File: src/rtl/mdio_master_pkg.sv
`timescale 1ns/1ps
package mdio_master_pkg;

    // Sections of a management frame, in transmission order
    typedef enum logic [3:0] {
        PH_IDLE,
        PH_PRE,
        PH_HDR,
        PH_WTA,
        PH_WDAT,
        PH_RTA,
        PH_RDAT,
        PH_RESYNC,
        PH_TAIL
    } phase_e;

endpackage

File: src/rtl/mdio_half_tick.sv
`timescale 1ns/1ps
module mdio_half_tick #(
    parameter int HALF_CLKS = 4
) (
    input  logic clk,
    input  logic rst_n,
    input  logic run_i,
    input  logic restart_i,
    output logic tick_o
);
    localparam int CW = (HALF_CLKS > 1) ? $clog2(HALF_CLKS) : 1;
    localparam logic [CW-1:0] LAST = CW'(HALF_CLKS - 1);

    logic [CW-1:0] cnt_d, cnt_q;

    always_comb begin
        cnt_d = cnt_q;
        if (restart_i) begin
            cnt_d = '0;
        end else if (run_i) begin
            if (cnt_q == LAST) cnt_d = '0;
            else               cnt_d = cnt_q + 1'b1;
        end
    end

    always_ff @(posedge clk or negedge rst_n) begin
        if (!rst_n) cnt_q <= '0;
        else        cnt_q <= cnt_d;
    end

    assign tick_o = run_i && !restart_i && (cnt_q == LAST);
endmodule

File: src/rtl/mdio_rx_shift.sv
`timescale 1ns/1ps
module mdio_rx_shift #(
    parameter int DATA_W = 16
) (
    input  logic              clk,
    input  logic              rst_n,
    input  logic              clr_i,
    input  logic              shift_i,
    input  logic              bit_i,
    output logic [DATA_W-1:0] data_o
);
    logic [DATA_W-1:0] data_d, data_q;

    always_comb begin
        data_d = data_q;
        if (clr_i)        data_d = '0;
        else if (shift_i) data_d = {data_q[DATA_W-2:0], bit_i};
    end

    always_ff @(posedge clk or negedge rst_n) begin
        if (!rst_n) data_q <= '0;
        else        data_q <= data_d;
    end

    assign data_o = data_q;
endmodule

File: src/rtl/mdio_frame_fsm.sv
`timescale 1ns/1ps
module mdio_frame_fsm
    import mdio_master_pkg::*;
#(
    parameter int PHY_W      = 5,
    parameter int REG_W      = 5,
    parameter int DATA_W     = 16,
    parameter int PRE_LEN    = 32,
    parameter int RESYNC_LEN = 32,
    parameter int TAIL_LEN   = 1
) (
    input  logic             clk,
    input  logic             rst_n,
    input  logic             start_i,
    input  logic             rd_i,
    input  logic [PHY_W-1:0] phy_i,
    input  logic [REG_W-1:0] reg_i,
    input  logic [DATA_W-1:0] wdata_i,
    input  logic             tick_i,
    input  logic             mdio_i,
    output logic             mdc_o,
    output logic             mdo_o,
    output logic             oe_o,
    output logic             busy_o,
    output logic             done_o,
    output logic             err_o,
    output logic             restart_o,
    output logic             shift_o,
    output logic             clr_o
);
    localparam int HDR_LEN = 4 + PHY_W + REG_W;
    localparam int M1      = (PRE_LEN > RESYNC_LEN) ? PRE_LEN : RESYNC_LEN;
    localparam int M2      = (DATA_W > HDR_LEN) ? DATA_W : HDR_LEN;
    localparam int M3      = (M1 > M2) ? M1 : M2;
    localparam int MAXLEN  = (M3 > TAIL_LEN) ? M3 : TAIL_LEN;
    localparam int CNT_W   = $clog2(MAXLEN + 1);

    typedef struct packed {
        phase_e             ph;
        logic [CNT_W-1:0]   cnt;
        logic [HDR_LEN-1:0] hdr;
        logic [DATA_W-1:0]  wd;
        logic               rd;
        logic               mdc;
        logic               mdo;
        logic               oe;
        logic               done;
        logic               err;
    } fsm_t;

    fsm_t s_d, s_q;
    logic [CNT_W-1:0] len;
    logic             last;

    // Length of the current section in MDC cycles
    always_comb begin
        unique case (s_q.ph)
            PH_PRE:    len = CNT_W'(PRE_LEN);
            PH_HDR:    len = CNT_W'(HDR_LEN);
            PH_WTA:    len = CNT_W'(2);
            PH_RTA:    len = CNT_W'(2);
            PH_WDAT:   len = CNT_W'(DATA_W);
            PH_RDAT:   len = CNT_W'(DATA_W);
            PH_RESYNC: len = CNT_W'(RESYNC_LEN);
            PH_TAIL:   len = CNT_W'(TAIL_LEN);
            default:   len = CNT_W'(1);
        endcase
    end

    assign last = (s_q.cnt == len - 1'b1);

    always_comb begin
        s_d       = s_q;
        s_d.done  = 1'b0;
        restart_o = 1'b0;
        shift_o   = 1'b0;
        clr_o     = 1'b0;
        if (s_q.ph == PH_IDLE) begin
            if (start_i) begin
                s_d.ph    = PH_PRE;
                s_d.cnt   = '0;
                s_d.hdr   = {2'b01, (rd_i ? 2'b10 : 2'b01), phy_i, reg_i};
                s_d.wd    = wdata_i;
                s_d.rd    = rd_i;
                s_d.mdc   = 1'b0;
                s_d.mdo   = 1'b1;
                s_d.oe    = 1'b1;
                s_d.err   = 1'b0;
                restart_o = 1'b1;
                clr_o     = 1'b1;
            end
        end else if (tick_i) begin
            if (!s_q.mdc) begin
                s_d.mdc = 1'b1;                 // rising edge, data already stable
            end else begin
                // end of a bit cycle: fall MDC and present the next bit
                s_d.mdc = 1'b0;
                s_d.cnt = s_q.cnt + 1'b1;
                unique case (s_q.ph)
                    PH_PRE: if (last) begin
                        s_d.ph  = PH_HDR;
                        s_d.cnt = '0;
                        s_d.mdo = s_q.hdr[HDR_LEN-1];
                        s_d.hdr = s_q.hdr << 1;
                    end
                    PH_HDR: if (!last) begin
                        s_d.mdo = s_q.hdr[HDR_LEN-1];
                        s_d.hdr = s_q.hdr << 1;
                    end else begin
                        s_d.cnt = '0;
                        s_d.mdo = 1'b1;
                        if (s_q.rd) begin
                            s_d.ph = PH_RTA;
                            s_d.oe = 1'b0;
                        end else begin
                            s_d.ph = PH_WTA;
                        end
                    end
                    PH_WTA: if (!last) begin
                        s_d.mdo = 1'b0;
                    end else begin
                        s_d.ph  = PH_WDAT;
                        s_d.cnt = '0;
                        s_d.mdo = s_q.wd[DATA_W-1];
                        s_d.wd  = s_q.wd << 1;
                    end
                    PH_WDAT: if (!last) begin
                        s_d.mdo = s_q.wd[DATA_W-1];
                        s_d.wd  = s_q.wd << 1;
                    end else begin
                        s_d.ph  = PH_TAIL;
                        s_d.cnt = '0;
                        s_d.oe  = 1'b0;
                        s_d.mdo = 1'b1;
                    end
                    PH_RTA: if (last) begin
                        s_d.cnt = '0;
                        if (!mdio_i) begin
                            s_d.ph = PH_RDAT;
                        end else begin
                            s_d.ph  = PH_RESYNC;
                            s_d.err = 1'b1;
                        end
                    end
                    PH_RDAT: begin
                        shift_o = 1'b1;
                        if (last) begin
                            s_d.ph  = PH_TAIL;
                            s_d.cnt = '0;
                        end
                    end
                    PH_RESYNC: if (last) begin
                        s_d.ph  = PH_TAIL;
                        s_d.cnt = '0;
                    end
                    PH_TAIL: if (last) begin
                        s_d.ph   = PH_IDLE;
                        s_d.cnt  = '0;
                        s_d.mdc  = 1'b1;
                        s_d.done = 1'b1;
                    end
                    default: s_d.ph = PH_IDLE;
                endcase
            end
        end
    end

    always_ff @(posedge clk or negedge rst_n) begin
        if (!rst_n) begin
            s_q      <= '0;
            s_q.ph   <= PH_IDLE;
            s_q.mdc  <= 1'b1;
            s_q.mdo  <= 1'b1;
        end else begin
            s_q <= s_d;
        end
    end

    assign mdc_o  = s_q.mdc;
    assign mdo_o  = s_q.mdo;
    assign oe_o   = s_q.oe;
    assign busy_o = (s_q.ph != PH_IDLE);
    assign done_o = s_q.done;
    assign err_o  = s_q.err;
endmodule

File: src/rtl/mdio_master.sv
`timescale 1ns/1ps
module mdio_master #(
    parameter int HALF_CLKS  = 4,
    parameter int PHY_W      = 5,
    parameter int REG_W      = 5,
    parameter int DATA_W     = 16,
    parameter int PRE_LEN    = 32,
    parameter int RESYNC_LEN = 32,
    parameter int TAIL_LEN   = 1
) (
    input  logic              clk,
    input  logic              rst_n,
    input  logic              start_i,
    input  logic              rd_i,
    input  logic [PHY_W-1:0]  phy_addr_i,
    input  logic [REG_W-1:0]  reg_addr_i,
    input  logic [DATA_W-1:0] wdata_i,
    output logic [DATA_W-1:0] rdata_o,
    output logic              done_o,
    output logic              busy_o,
    output logic              err_o,
    output logic              mdc_o,
    output logic              mdio_o,
    output logic              mdio_oe_o,
    input  logic              mdio_i
);
    logic tick, restart, shift_en, clr;

    mdio_half_tick #(.HALF_CLKS(HALF_CLKS)) u_tick (
        .clk       (clk),
        .rst_n     (rst_n),
        .run_i     (busy_o),
        .restart_i (restart),
        .tick_o    (tick)
    );

    mdio_frame_fsm #(
        .PHY_W      (PHY_W),
        .REG_W      (REG_W),
        .DATA_W     (DATA_W),
        .PRE_LEN    (PRE_LEN),
        .RESYNC_LEN (RESYNC_LEN),
        .TAIL_LEN   (TAIL_LEN)
    ) u_fsm (
        .clk       (clk),
        .rst_n     (rst_n),
        .start_i   (start_i),
        .rd_i      (rd_i),
        .phy_i     (phy_addr_i),
        .reg_i     (reg_addr_i),
        .wdata_i   (wdata_i),
        .tick_i    (tick),
        .mdio_i    (mdio_i),
        .mdc_o     (mdc_o),
        .mdo_o     (mdio_o),
        .oe_o      (mdio_oe_o),
        .busy_o    (busy_o),
        .done_o    (done_o),
        .err_o     (err_o),
        .restart_o (restart),
        .shift_o   (shift_en),
        .clr_o     (clr)
    );

    mdio_rx_shift #(.DATA_W(DATA_W)) u_rx (
        .clk     (clk),
        .rst_n   (rst_n),
        .clr_i   (clr),
        .shift_i (shift_en),
        .bit_i   (mdio_i),
        .data_o  (rdata_o)
    );
endmodule

File: config.mk
export PLATFORM = sky130hd
export DESIGN_NAME = mdio_master
export DESIGN_NICKNAME = d
export VERILOG_FILES = /design/src/rtl/mdio_master_pkg.sv /design/src/rtl/mdio_half_tick.sv /design/src/rtl/mdio_rx_shift.sv /design/src/rtl/mdio_frame_fsm.sv /design/src/rtl/mdio_master.sv
export SDC_FILE = /design/constraint.sdc
export NUM_CORES = 1
export LEC_CHECK = 0
export ABC_AREA = 1
export BUFFER_PORTS_ARGS = -buffer_cell sky130_fd_sc_hd__buf_2
export CORE_MARGIN = 2
export CORE_UTILIZATION = 28
export CTS_BUF_LIST = sky130_fd_sc_hd__clkbuf_8
export DETAILED_ROUTE_END_ITERATION = 7
export SKIP_LAST_GASP = 1
export SLEW_MARGIN = 5
export SYNTH_ARGS = -nofsm -noshare
export SYNTH_HDL_FRONTEND = slang
export SYNTH_SLANG_ARGS = --single-unit
File: constraint.sdc
create_clock -name clk -period 3.2 [get_ports clk]
set_input_delay 0.48 -clock clk [delete_from_list [all_inputs] [get_ports clk]]
set_output_delay 0.48 -clock clk [all_outputs]
set_load 0.02 [all_outputs]
==> results of run 1 <==
-- worst paths after layout --
kind,endpoint,slack [ns]
worst min register to register,u_fsm.s_q[6],0.48
min in group clk,u_fsm.s_q[6],0.34
worst min-delay path,u_fsm.s_q[37],0.21
worst max-delay path,u_fsm.s_q[32],0.38
max in group asynchronous,u_fsm.s_q[35],2.34
worst max register to register,u_fsm.s_q[32],0.38
-- registers in the layout (all words and copies together) (netlist names) --
signal,cells
u_fsm.s_q,41
u_rx.data_o,16
u_tick.cnt_q,2
u_fsm.mdo_o,1
u_fsm.done_o,1
u_fsm.err_o,1
u_fsm.mdc_o,1
u_fsm.oe_o,1
-- where the power goes --
| part | switching (uW) | internal [uW] | total [uW] |
|---|---|---|---|
| sequential | 164 | 1050 | 1210 |
| combinational | 634 | 388 | 1020 |
| clock | 302 | 473 | 775 |
-- kinds of logic (layout without fill, tap and decap cells) --
| kind of cell | Yosys count | in the layout | synth area share (%) |
|---|---|---|---|
| flip-flops | 64 | 64 | 45.8 |
| AO/OA/AOI/OAI | 77 | 77 | 14.9 |
| adder cells (fa/ha/maj) | 4 | 4 | 1.43 |
| buffers and inverters | 73 | 130 | 9.32 |
| AND/OR/NAND/NOR | 200 | 200 | 27.5 |
| XOR/XNOR | 4 | 4 | 1.00 |
-- worst max-delay path, delay by kind of cell, from the launching register on --
family	cells	cell delay (ns)
AND/OR/NAND/NOR	13	1.50
adder cells (fa/ha/maj)	2	0.50
flip-flops	1	0.46
buffers and inverters	2	0.18
AO/OA/AOI/OAI	1	0.10
-- layer usage --
layer | global-route usage (%) | up-vias
li1 | - | 1471
met1 | 16.8 | 1364
met2 | 19.9 | 58
met3 | 3.35 | 11
met4 | 5.00 | 0
met5 | 0 | -
-- final cells by class --
type	instances	area [sq um]
Clock buffer	11	151
Sequential cell	64	1600
Inverter	58	220
Multi-Input combinational cell	285	1570
Timing Repair Buffer	57	323
Clock inverter	4	68.8
Tap cell	168	210
Fill cell	1325	7960
-- placed cells by master (no fill, tap or decap), drive strengths merged --
cell / count
nand2: 136
a22oi: 1
nand3: 36
clkinv: 1
inv: 59
a21oi: 11
a22o: 15
ha: 4
dfrtp: 62
bufinv: 2
xnor2: 1
nand4: 2
nor2: 23
clkbuf: 11
o21ai: 35
nor3: 3
buf: 57
xor2: 3
dfstp: 2
o22ai: 15
-- metrics by stage --
step / utilization (%) / hold slack [ns]
floorplan: - / 0.184
global placement: 32.4 / 0.455
detailed placement: 32.4 / 0.460
CTS: 34.3 / 0.220
global route: 34.3 / 0.257
finish: 34.3 / 0.213
==> flow_metrics.env, run 1 <==
export IMPL_finalSetupViolCount=0
export IMPL_final_min_clock_period_ns=2.82
export IMPL_numPlacedInstances=632
export IMPL_relSlewSlack_pct=48.9
export IMPL_clock_path_buffers=2
export IMPL_ctsHtreeMaxLevel=3
export IMPL_drt_met1_wl_um=3860
export IMPL_slew_violations=0
export IMPL_outcome="complete, no violations"
export IMPL_final_cells=647
export IMPL_reg2reg_depth=18
export IMPL_wl_per_cell_um=12.1
export IMPL_ant_nets=0
export IMPL_cts_root_buf="clkbuf_8"
export IMPL_dpl_hpwl_um=5560
export IMPL_firstDrtPassIters=4
export IMPL_pre_cts_slack_ns=0.382
export IMPL_clock_sinks=64
export IMPL_grt_pass1_vias=2930
export IMPL_fin_nets=510
export IMPL_drive_gt1_share_pct=27.8
export IMPL_critPathLaunchType="register"
export IMPL_synth_most_common_cell="nand2_1"
export IMPL_routed_wl_um=7850
export IMPL_clk_pin_slew_worst_paths_ns=0.07
export IMPL_synth_top_cells_by_area="dfrtp_1 (44%), nand2_1 (13%), inv_1 (5.3%), nand3_1 (4.1%), o21ai_2 (4.0%)"
export IMPL_clk_latency_ns=0.34
export IMPL_via_per_inst=4.49
export IMPL_timing_rr_start="u_fsm.s_q[43]"
export IMPL_synth_common_cells="nand2_1 (118), dfrtp_1 (62), inv_1 (49)"
export IMPL_critical_path_class="reg2reg"
export IMPL_slowest_stage="dfrtp_1"
export IMPL_synth_top_flop_cell="dfrtp_1"
export IMPL_die_h_um=116
export IMPL_grt_pass1_wl_um=13600
export IMPL_overflow=0
export IMPL_power_uw=3010
export IMPL_cts_tree="built"
export IMPL_die_w_um=116
export IMPL_startpoint="u_fsm.s_q[43]"
export IMPL_leakage_uw=0.00206
export IMPL_synth_top_cell_area_share_pct=44.3
export IMPL_hold_viol=0
export IMPL_ys_ff_latch=64
export IMPL_postCtsSetupRepairBufs=0
export IMPL_syn_area_sq_um=3500
export IMPL_worstPathRequired_ns=3.47
export IMPL_area_growth_pct=18.5
export IMPL_ios=53
export IMPL_wl_met3_um=325
export IMPL_num_vias=2904
export IMPL_vdd_drop_max_uv=294
export IMPL_netlist_instances=422
export IMPL_ctsHoldBuffers=0
export IMPL_worst_slack_ns=0.375
export IMPL_placed_area_sq_um=3930
export IMPL_start_util_pct=28.9
export IMPL_synth_edf_count=0
export IMPL_routabilityCongestion=0.846
export IMPL_final_design_area_no_fill_sq_um=4150
export IMPL_numPortBuffers=52
export IMPL_die_area_sq_um=13400
export IMPL_max_freq_mhz=354
export IMPL_end_kind="register"
export IMPL_cts_repair_resize_count=0
export IMPL_met2_wirelength_um=3540
export IMPL_n_antenna_cell=0
export IMPL_synthDistinctLibCells=33
export IMPL_setup_tns_final_ns=0
export IMPL_timing_final_crit_share_pct=88.3
export IMPL_grt_usage_pct=12.7
export IMPL_yosys_warnings=0
export IMPL_max_stage_delay_ns=0.46
export IMPL_synth_top_cell_by_area="dfrtp_1"
export IMPL_grt_max_degree=34
export IMPL_min_path_type="in2async"
export IMPL_cts_buffers=9
export IMPL_syn_nets=457
export IMPL_path_max_fanout=13
export IMPL_path_common_cell="nand2_1"
export IMPL_syn_area_per_cell_sq_um=8.30
export IMPL_drc=0
export IMPL_worst_pin_slew_ns=0.767
export IMPL_grt_setup_unrepaired="no"
export IMPL_antenna_found_initial=0
export IMPL_highest_layer="met4"
export IMPL_async_reset_ff_share_pct=100
export IMPL_cp_cell_sequence="inv_2 > nand2_2 > nand2_1 > nand3_1 > ha_1 > ha_1 > inv_1 > nand2_1 > nand3_1 > nor2_1 > nand2_1 > nor2_2 > nand3_4 > nand2_1 > nand3_1 > o21ai_0 > nand2_1 > nand2_1"
export IMPL_initialDrtViolationCount=121
export IMPL_coreArea_sq_um=12100
export IMPL_clock_skew_final_ns=0.0102
export IMPL_ys_seq_area_share_pct=45.8
export IMPL_cp_arrival_ns=3.10
export IMPL_powerDensity_nw_per_um2=725
export IMPL_num_rows=40
export IMPL_drv_cap=0
No activity file was read; power rests on OpenSTA's default activity.
==> run 2: changes to the inputs <==
--- a/config.mk
+++ b/config.mk
@@ -8,9 +8,11 @@
 export ABC_AREA = 1
 export BUFFER_PORTS_ARGS = -buffer_cell sky130_fd_sc_hd__buf_2
 export CORE_MARGIN = 2
-export CORE_UTILIZATION = 28
+export CORE_UTILIZATION = 59
 export CTS_BUF_LIST = sky130_fd_sc_hd__clkbuf_8
 export DETAILED_ROUTE_END_ITERATION = 7
+export GPL_ROUTABILITY_DRIVEN = 1
+export PLACE_DENSITY = 0.82
 export SKIP_LAST_GASP = 1
 export SLEW_MARGIN = 5
 export SYNTH_ARGS = -nofsm -noshare
==> flow_metrics.env, run 2 (same netlist as run 1, synthesis figures left out) <==
export IMPL_clk_latency_ns=0.35
export IMPL_coreArea_sq_um=5820
export IMPL_drc=0
export IMPL_cts_root_buf="clkbuf_8"
export IMPL_clock_sinks=64
export IMPL_die_h_um=81.0
export IMPL_numPlacedInstances=538
export IMPL_dpl_hpwl_um=5170
export IMPL_num_rows=28
export IMPL_start_util_pct=60.2
export IMPL_slowest_stage="dfrtp_1"
export IMPL_firstDrtPassIters=4
export IMPL_min_path_type="in2async"
export IMPL_overflow=0
export IMPL_grt_pass1_vias=2699
export IMPL_cp_cell_sequence="nor2_2 > nand2_2 > nand2_2 > inv_2 > ha_1 > ha_1 > inv_1 > nand2_1 > nand3_1 > nor2_1 > nand2_1 > nor2_2 > nand3_4 > nand2_1 > nand3_1 > o21ai_0 > nand2_1 > nand2_1"
export IMPL_initialDrtViolationCount=338
export IMPL_num_vias=2958
export IMPL_die_area_sq_um=6570
export IMPL_drv_cap=0
export IMPL_max_stage_delay_ns=0.47
export IMPL_final_cells=554
export IMPL_ant_nets=0
export IMPL_grt_usage_pct=24.6
export IMPL_path_max_fanout=13
export IMPL_finalSetupViolCount=0
export IMPL_regMostFlops="u_fsm.s_q"
export IMPL_critical_path_class="reg2reg"
export IMPL_largest_register_ffs=41
export IMPL_grt_max_degree=34
export IMPL_cp_arrival_ns=3.16
export IMPL_routabilityCongestion=0.884
export IMPL_slew_violations=0
export IMPL_area_growth_pct=13.4
export IMPL_clk_pin_slew_worst_paths_ns=0.08
export IMPL_grtUsageMet3_pct=5.44
export IMPL_grt_pass1_wl_um=12400
export IMPL_via_per_inst=5.34
export IMPL_max_freq_mhz=348
export IMPL_grt_setup_unrepaired="no"
export IMPL_outcome="complete, no violations"
export IMPL_cts_repair_resize_count=0
export IMPL_final_min_clock_period_ns=2.87
export IMPL_path_buf_inv=2
export IMPL_final_cell_mix="nand2_1 (118), dfrtp_1 (62), buf_2 (52), inv_1 (49), nand3_1 (29)"
export IMPL_met1_usage_pct=33.1
export IMPL_cts_buffers=9
export IMPL_vdd_drop_max_uv=427
export IMPL_routed_wl_um=7290
export IMPL_timing_final_crit_share_pct=89.7
export IMPL_cpLargestDelayFamily="simple AND/OR/NAND/NOR gates"
export IMPL_fin_nets=509
export IMPL_wl_per_cell_um=13.2
export IMPL_powerDensity_nw_per_um2=720
export IMPL_clock_path_buffers=2
export IMPL_leakage_uw=0.00202
export IMPL_clock_skew_final_ns=0.0120
export IMPL_worst_pin_slew_ns=0.733
export IMPL_whs_ns=0.179
export IMPL_path_common_cell="nand2_1"
export IMPL_drive_gt1_share_pct=28.0
export IMPL_hold_viol=0
export IMPL_cts_tree="built"
export IMPL_antenna_found_initial=0
export IMPL_n_antenna_cell=0
export IMPL_end_kind="register"
export IMPL_die_w_um=81.0
export IMPL_setup_tns_final_ns=0
export IMPL_ctsHoldBuffers=0
export IMPL_numPortBuffers=52
export IMPL_relSlewSlack_pct=51.1
export IMPL_power_uw=2860
export IMPL_layout_commonest_cell="nand2_1"
export IMPL_grt_util_met2_pct=39.0
export IMPL_ios=53
export IMPL_postCtsSetupRepairBufs=0
export IMPL_worstPathRequired_ns=3.49
export IMPL_critPathLaunchType="register"
export IMPL_grt_busiest_layer="met2"
export IMPL_ctsHtreeMaxLevel=3
-- run 2: cell types whose count changed in the layout (fill, tap and decap cells not counted), sizes merged --
cell      delta
buf          -1
bufinv       -2
inv          +1
clkinv       +1
clkbuf       -1
clkinvlp     +2
-- run 2: final cells by class --
cell class,instances,area (sq um)
Timing Repair Buffer,56,303
Tap cell,75,93.8
Multi-Input combinational cell,285,1570
Clock inverter,6,42.5
Inverter,58,220
Clock buffer,10,138
Sequential cell,64,1600
Fill cell,508,1840
-- run 2: worst paths after layout --
check	from	slack, ns	end	depth (start not counted)
max	u_fsm.s_q[42]	0.33	u_fsm.s_q[32]	18
min	rst_n	0.18	u_fsm.s_q[39]	1
max reg2reg	u_fsm.s_q[42]	0.33	u_fsm.s_q[32]	18
min reg2reg	u_fsm.s_q[6]	0.48	u_fsm.s_q[6]	2
max in group asynchronous	rst_n	2.10	u_fsm.mdc_o	2
min in group clk	wdata_i[0]	0.33	u_fsm.s_q[6]	3
-- run 2: power breakdown --
| group | switching (uW) | leakage [uW] | internal [uW] |
|---|---|---|---|
| logic | 631 | 0.00108 | 381 |
| registers | 162 | 0.000855 | 1050 |
| clock network | 335 | 0.0000891 | 304 |
| total | 1130 | 0.00202 | 1730 |
-- run 2: worst register-to-register path, stage by stage, from the launching register on --
cell and delay, ns:
dfrtp_1 0.47, nor2_2 0.22, nand2_2 0.10, nand2_2 0.09, inv_2 0.04, ha_1 0.19
ha_1 0.29, inv_1 0.04, nand2_1 0.06, nand3_1 0.06, nor2_1 0.10, nand2_1 0.07
nor2_2 0.15, nand3_4 0.19, nand2_1 0.39, nand3_1 0.12, o21ai_0 0.10, nand2_1 0.06
nand2_1 0.07
-- run 2: through the flow --
| stage | setup slack [ns] | utilization, % | cell area (sq um) |
|---|---|---|---|
| 6_report | 0.329 | 68.3 | 3970 |
| 3_3_place_gp | 0.510 | 65.2 | 3790 |
| 4_1_cts | 0.367 | 68.3 | 3970 |
| 3_5_place_dp | 0.400 | 65.2 | 3790 |
| 2_1_floorplan | 0.692 | - | 3500 |
| 5_1_grt | 0.124 | 68.3 | 3970 |
-- run 2: per-layer routing --
| layer | share of wire (%) | up-vias |
|---|---|---|
| met4 | 1.2 | 0 |
| met3 | 5.2 | 11 |
| li1 | - | 1473 |
| met5 | 0 | - |
| met1 | 45 | 1396 |
| met2 | 49 | 78 |
==> run 3: changes to the inputs <==
--- a/config.mk
+++ b/config.mk
@@ -7,12 +7,15 @@
 export LEC_CHECK = 0
 export ABC_AREA = 1
 export BUFFER_PORTS_ARGS = -buffer_cell sky130_fd_sc_hd__buf_2
+export CELL_PAD_IN_SITES_DETAIL_PLACEMENT = 1
+export CELL_PAD_IN_SITES_GLOBAL_PLACEMENT = 1
 export CORE_MARGIN = 2
-export CORE_UTILIZATION = 59
+export CORE_UTILIZATION = 44
 export CTS_BUF_LIST = sky130_fd_sc_hd__clkbuf_8
 export DETAILED_ROUTE_END_ITERATION = 7
 export GPL_ROUTABILITY_DRIVEN = 1
-export PLACE_DENSITY = 0.82
+export HOLD_SLACK_MARGIN = 0.15
+export PLACE_DENSITY_LB_ADDON = 0.1
 export SKIP_LAST_GASP = 1
 export SLEW_MARGIN = 5
 export SYNTH_ARGS = -nofsm -noshare
==> flow_metrics.env, run 3 (same netlist as run 1, synthesis figures left out) <==
export IMPL_layout_commonest_cell="nand2_1"
export IMPL_timing_rr_start="u_fsm.s_q[42]"
export IMPL_reg2reg_to="u_fsm.s_q[33]"
export IMPL_final_cell_mix="nand2_1 (118), dfrtp_1 (62), buf_2 (52), inv_1 (51), nand3_1 (29)"
export IMPL_n_antenna_cell=0
export IMPL_ctsHoldBuffers=0
export IMPL_cts_root_buf="clkbuf_8"
export IMPL_worst_slack_ns=0.281
export IMPL_ios=53
export IMPL_startpoint="u_fsm.s_q[42]"
export IMPL_wl_per_cell_um=14.5
export IMPL_overflow=0
export IMPL_clk_pin_slew_worst_paths_ns=0.08
export IMPL_num_vias=2958
export IMPL_relSlewSlack_pct=45.2
export IMPL_num_rows=32
export IMPL_cts_repair_resize_count=0
export IMPL_finalSetupViolCount=0
export IMPL_ant_nets=0
export IMPL_drive_gt1_share_pct=27.6
export IMPL_postCtsSetupRepairBufs=0
export IMPL_power_uw=2840
export IMPL_setup_tns_final_ns=0
export IMPL_reg2reg_depth=17
export IMPL_grt_setup_unrepaired="no"
export IMPL_critPathLaunchType="register"
export IMPL_crit_path_end="u_fsm.s_q[33]"
export IMPL_r2r_slack_ns=0.28
export IMPL_numPortBuffers=52
export IMPL_clock_sinks=64
export IMPL_routed_wl_um=8410
export IMPL_die_area_sq_um=8690
export IMPL_die_w_um=93.2
export IMPL_ctsHtreeMaxLevel=3
export IMPL_slew_violations=0
export IMPL_critical_path_class="reg2reg"
export IMPL_final_min_clock_period_ns=2.92
export IMPL_drc=0
export IMPL_grt_pass1_wl_um=14200
export IMPL_cp_arrival_ns=3.20
export IMPL_worst_pin_slew_ns=0.822
export IMPL_path_max_fanout=13
export IMPL_final_core_util_pct=51.7
export IMPL_powerDensity_nw_per_um2=711
export IMPL_initialDrtViolationCount=144
export IMPL_vdd_drop_max_uv=397
export IMPL_drv_cap=0
export IMPL_max_freq_mhz=343
export IMPL_timing_final_crit_share_pct=91.2
export IMPL_worstPathRequired_ns=3.48
export IMPL_cts_buffers=9
export IMPL_outcome="complete, no violations"
export IMPL_leakage_uw=0.00202
export IMPL_dpl_hpwl_um=5850
export IMPL_start_util_pct=45.3
export IMPL_grt_max_degree=65
export IMPL_clock_path_buffers=2
export IMPL_regMostFlops="u_fsm.s_q"
export IMPL_routabilityCongestion=0.908
export IMPL_die_h_um=93.2
export IMPL_grt_usage_pct=20.8
export IMPL_firstDrtPassIters=5
export IMPL_via_per_inst=5.09
export IMPL_clock_skew_final_ns=0.0105
export IMPL_antenna_found_initial=0
export IMPL_fin_nets=509
export IMPL_cts_tree="built"
export IMPL_pre_cts_slack_ns=0.273
export IMPL_grt_pass1_vias=2992
export IMPL_end_kind="register"
export IMPL_hold_viol=0
export IMPL_min_path_type="in2async"
export IMPL_coreArea_sq_um=7730
export IMPL_area_growth_pct=14.0
export IMPL_largest_register_ffs=41
export IMPL_clk_latency_ns=0.35
## run 3: cell count changes in the layout (fill, tap and decap cells not counted)
cell,before,now
inv_1,49,51
inv_6,2,0
clkbuf_8,10,9
clkinv_4,0,1
## run 3: power breakdown
part	switching, uW	total [uW]	internal [uW]
combinational	644	1020	380
clock	326	599	274
sequential	170	1220	1050
total	1140	2840	1700
## run 3: worst min path at each step
stage	from	to	slack, ns	cells after the start
after global routing	wdata_i[0]	u_fsm.s_q[6]	0.36	3
after global placement	u_fsm.s_q[23]	u_fsm.s_q[23]	0.46	2
after CTS	wdata_i[0]	u_fsm.s_q[6]	0.32	3
after floorplan	rst_n	u_fsm.done_o	0.18	0
final	rst_n	u_fsm.s_q[38]	0.31	2
after detailed placement	u_fsm.s_q[22]	u_fsm.s_q[22]	0.46	2
## run 3: metrics by stage
step                      area (sq um)  hold slack, ns  instances
after floorplan                   3500           0.184        422
after detailed placement          3830           0.464        565
final                             3990           0.307        581
after CTS                         3990           0.324        581
after global routing              3990           0.356        581
after global placement            3830           0.457        565
## run 3: final cells by class
cell class                      count  area (sq um)
Inverter                           58           220
Timing Repair Buffer               56           303
Clock inverter                      7          41.3
Tap cell                          102           128
Multi-Input combinational cell    285          1570
Fill cell                         981          3740
Clock buffer                        9           124
Sequential cell                    64          1600
## run 3: routing by layer
| layer | vias up | track usage [%] | share of wire [%] |
|---|---|---|---|
| li1 | 1469 | - | - |
| met1 | 1426 | 27.8 | 47 |
| met2 | 51 | 34.0 | 48 |
| met3 | 12 | 3.63 | 3.2 |
| met4 | 0 | 7.72 | 1.6 |
| met5 | - | 0 | 0 |
## run 3: critical path: stages, from the launching register on
cell     delay, ns
dfrtp_1       0.47
nor2_2        0.23
nand2_2       0.10
nand2_2       0.09
inv_2         0.04
ha_1          0.19
ha_1          0.29
nand2_1       0.07
o21ai_0       0.08
nor2_1        0.13
nand2_1       0.08
nor2_2        0.15
nand3_4       0.19
nand2_1       0.39
nand3_1       0.13
o21ai_0       0.10
nand2_1       0.06
nand2_1       0.07
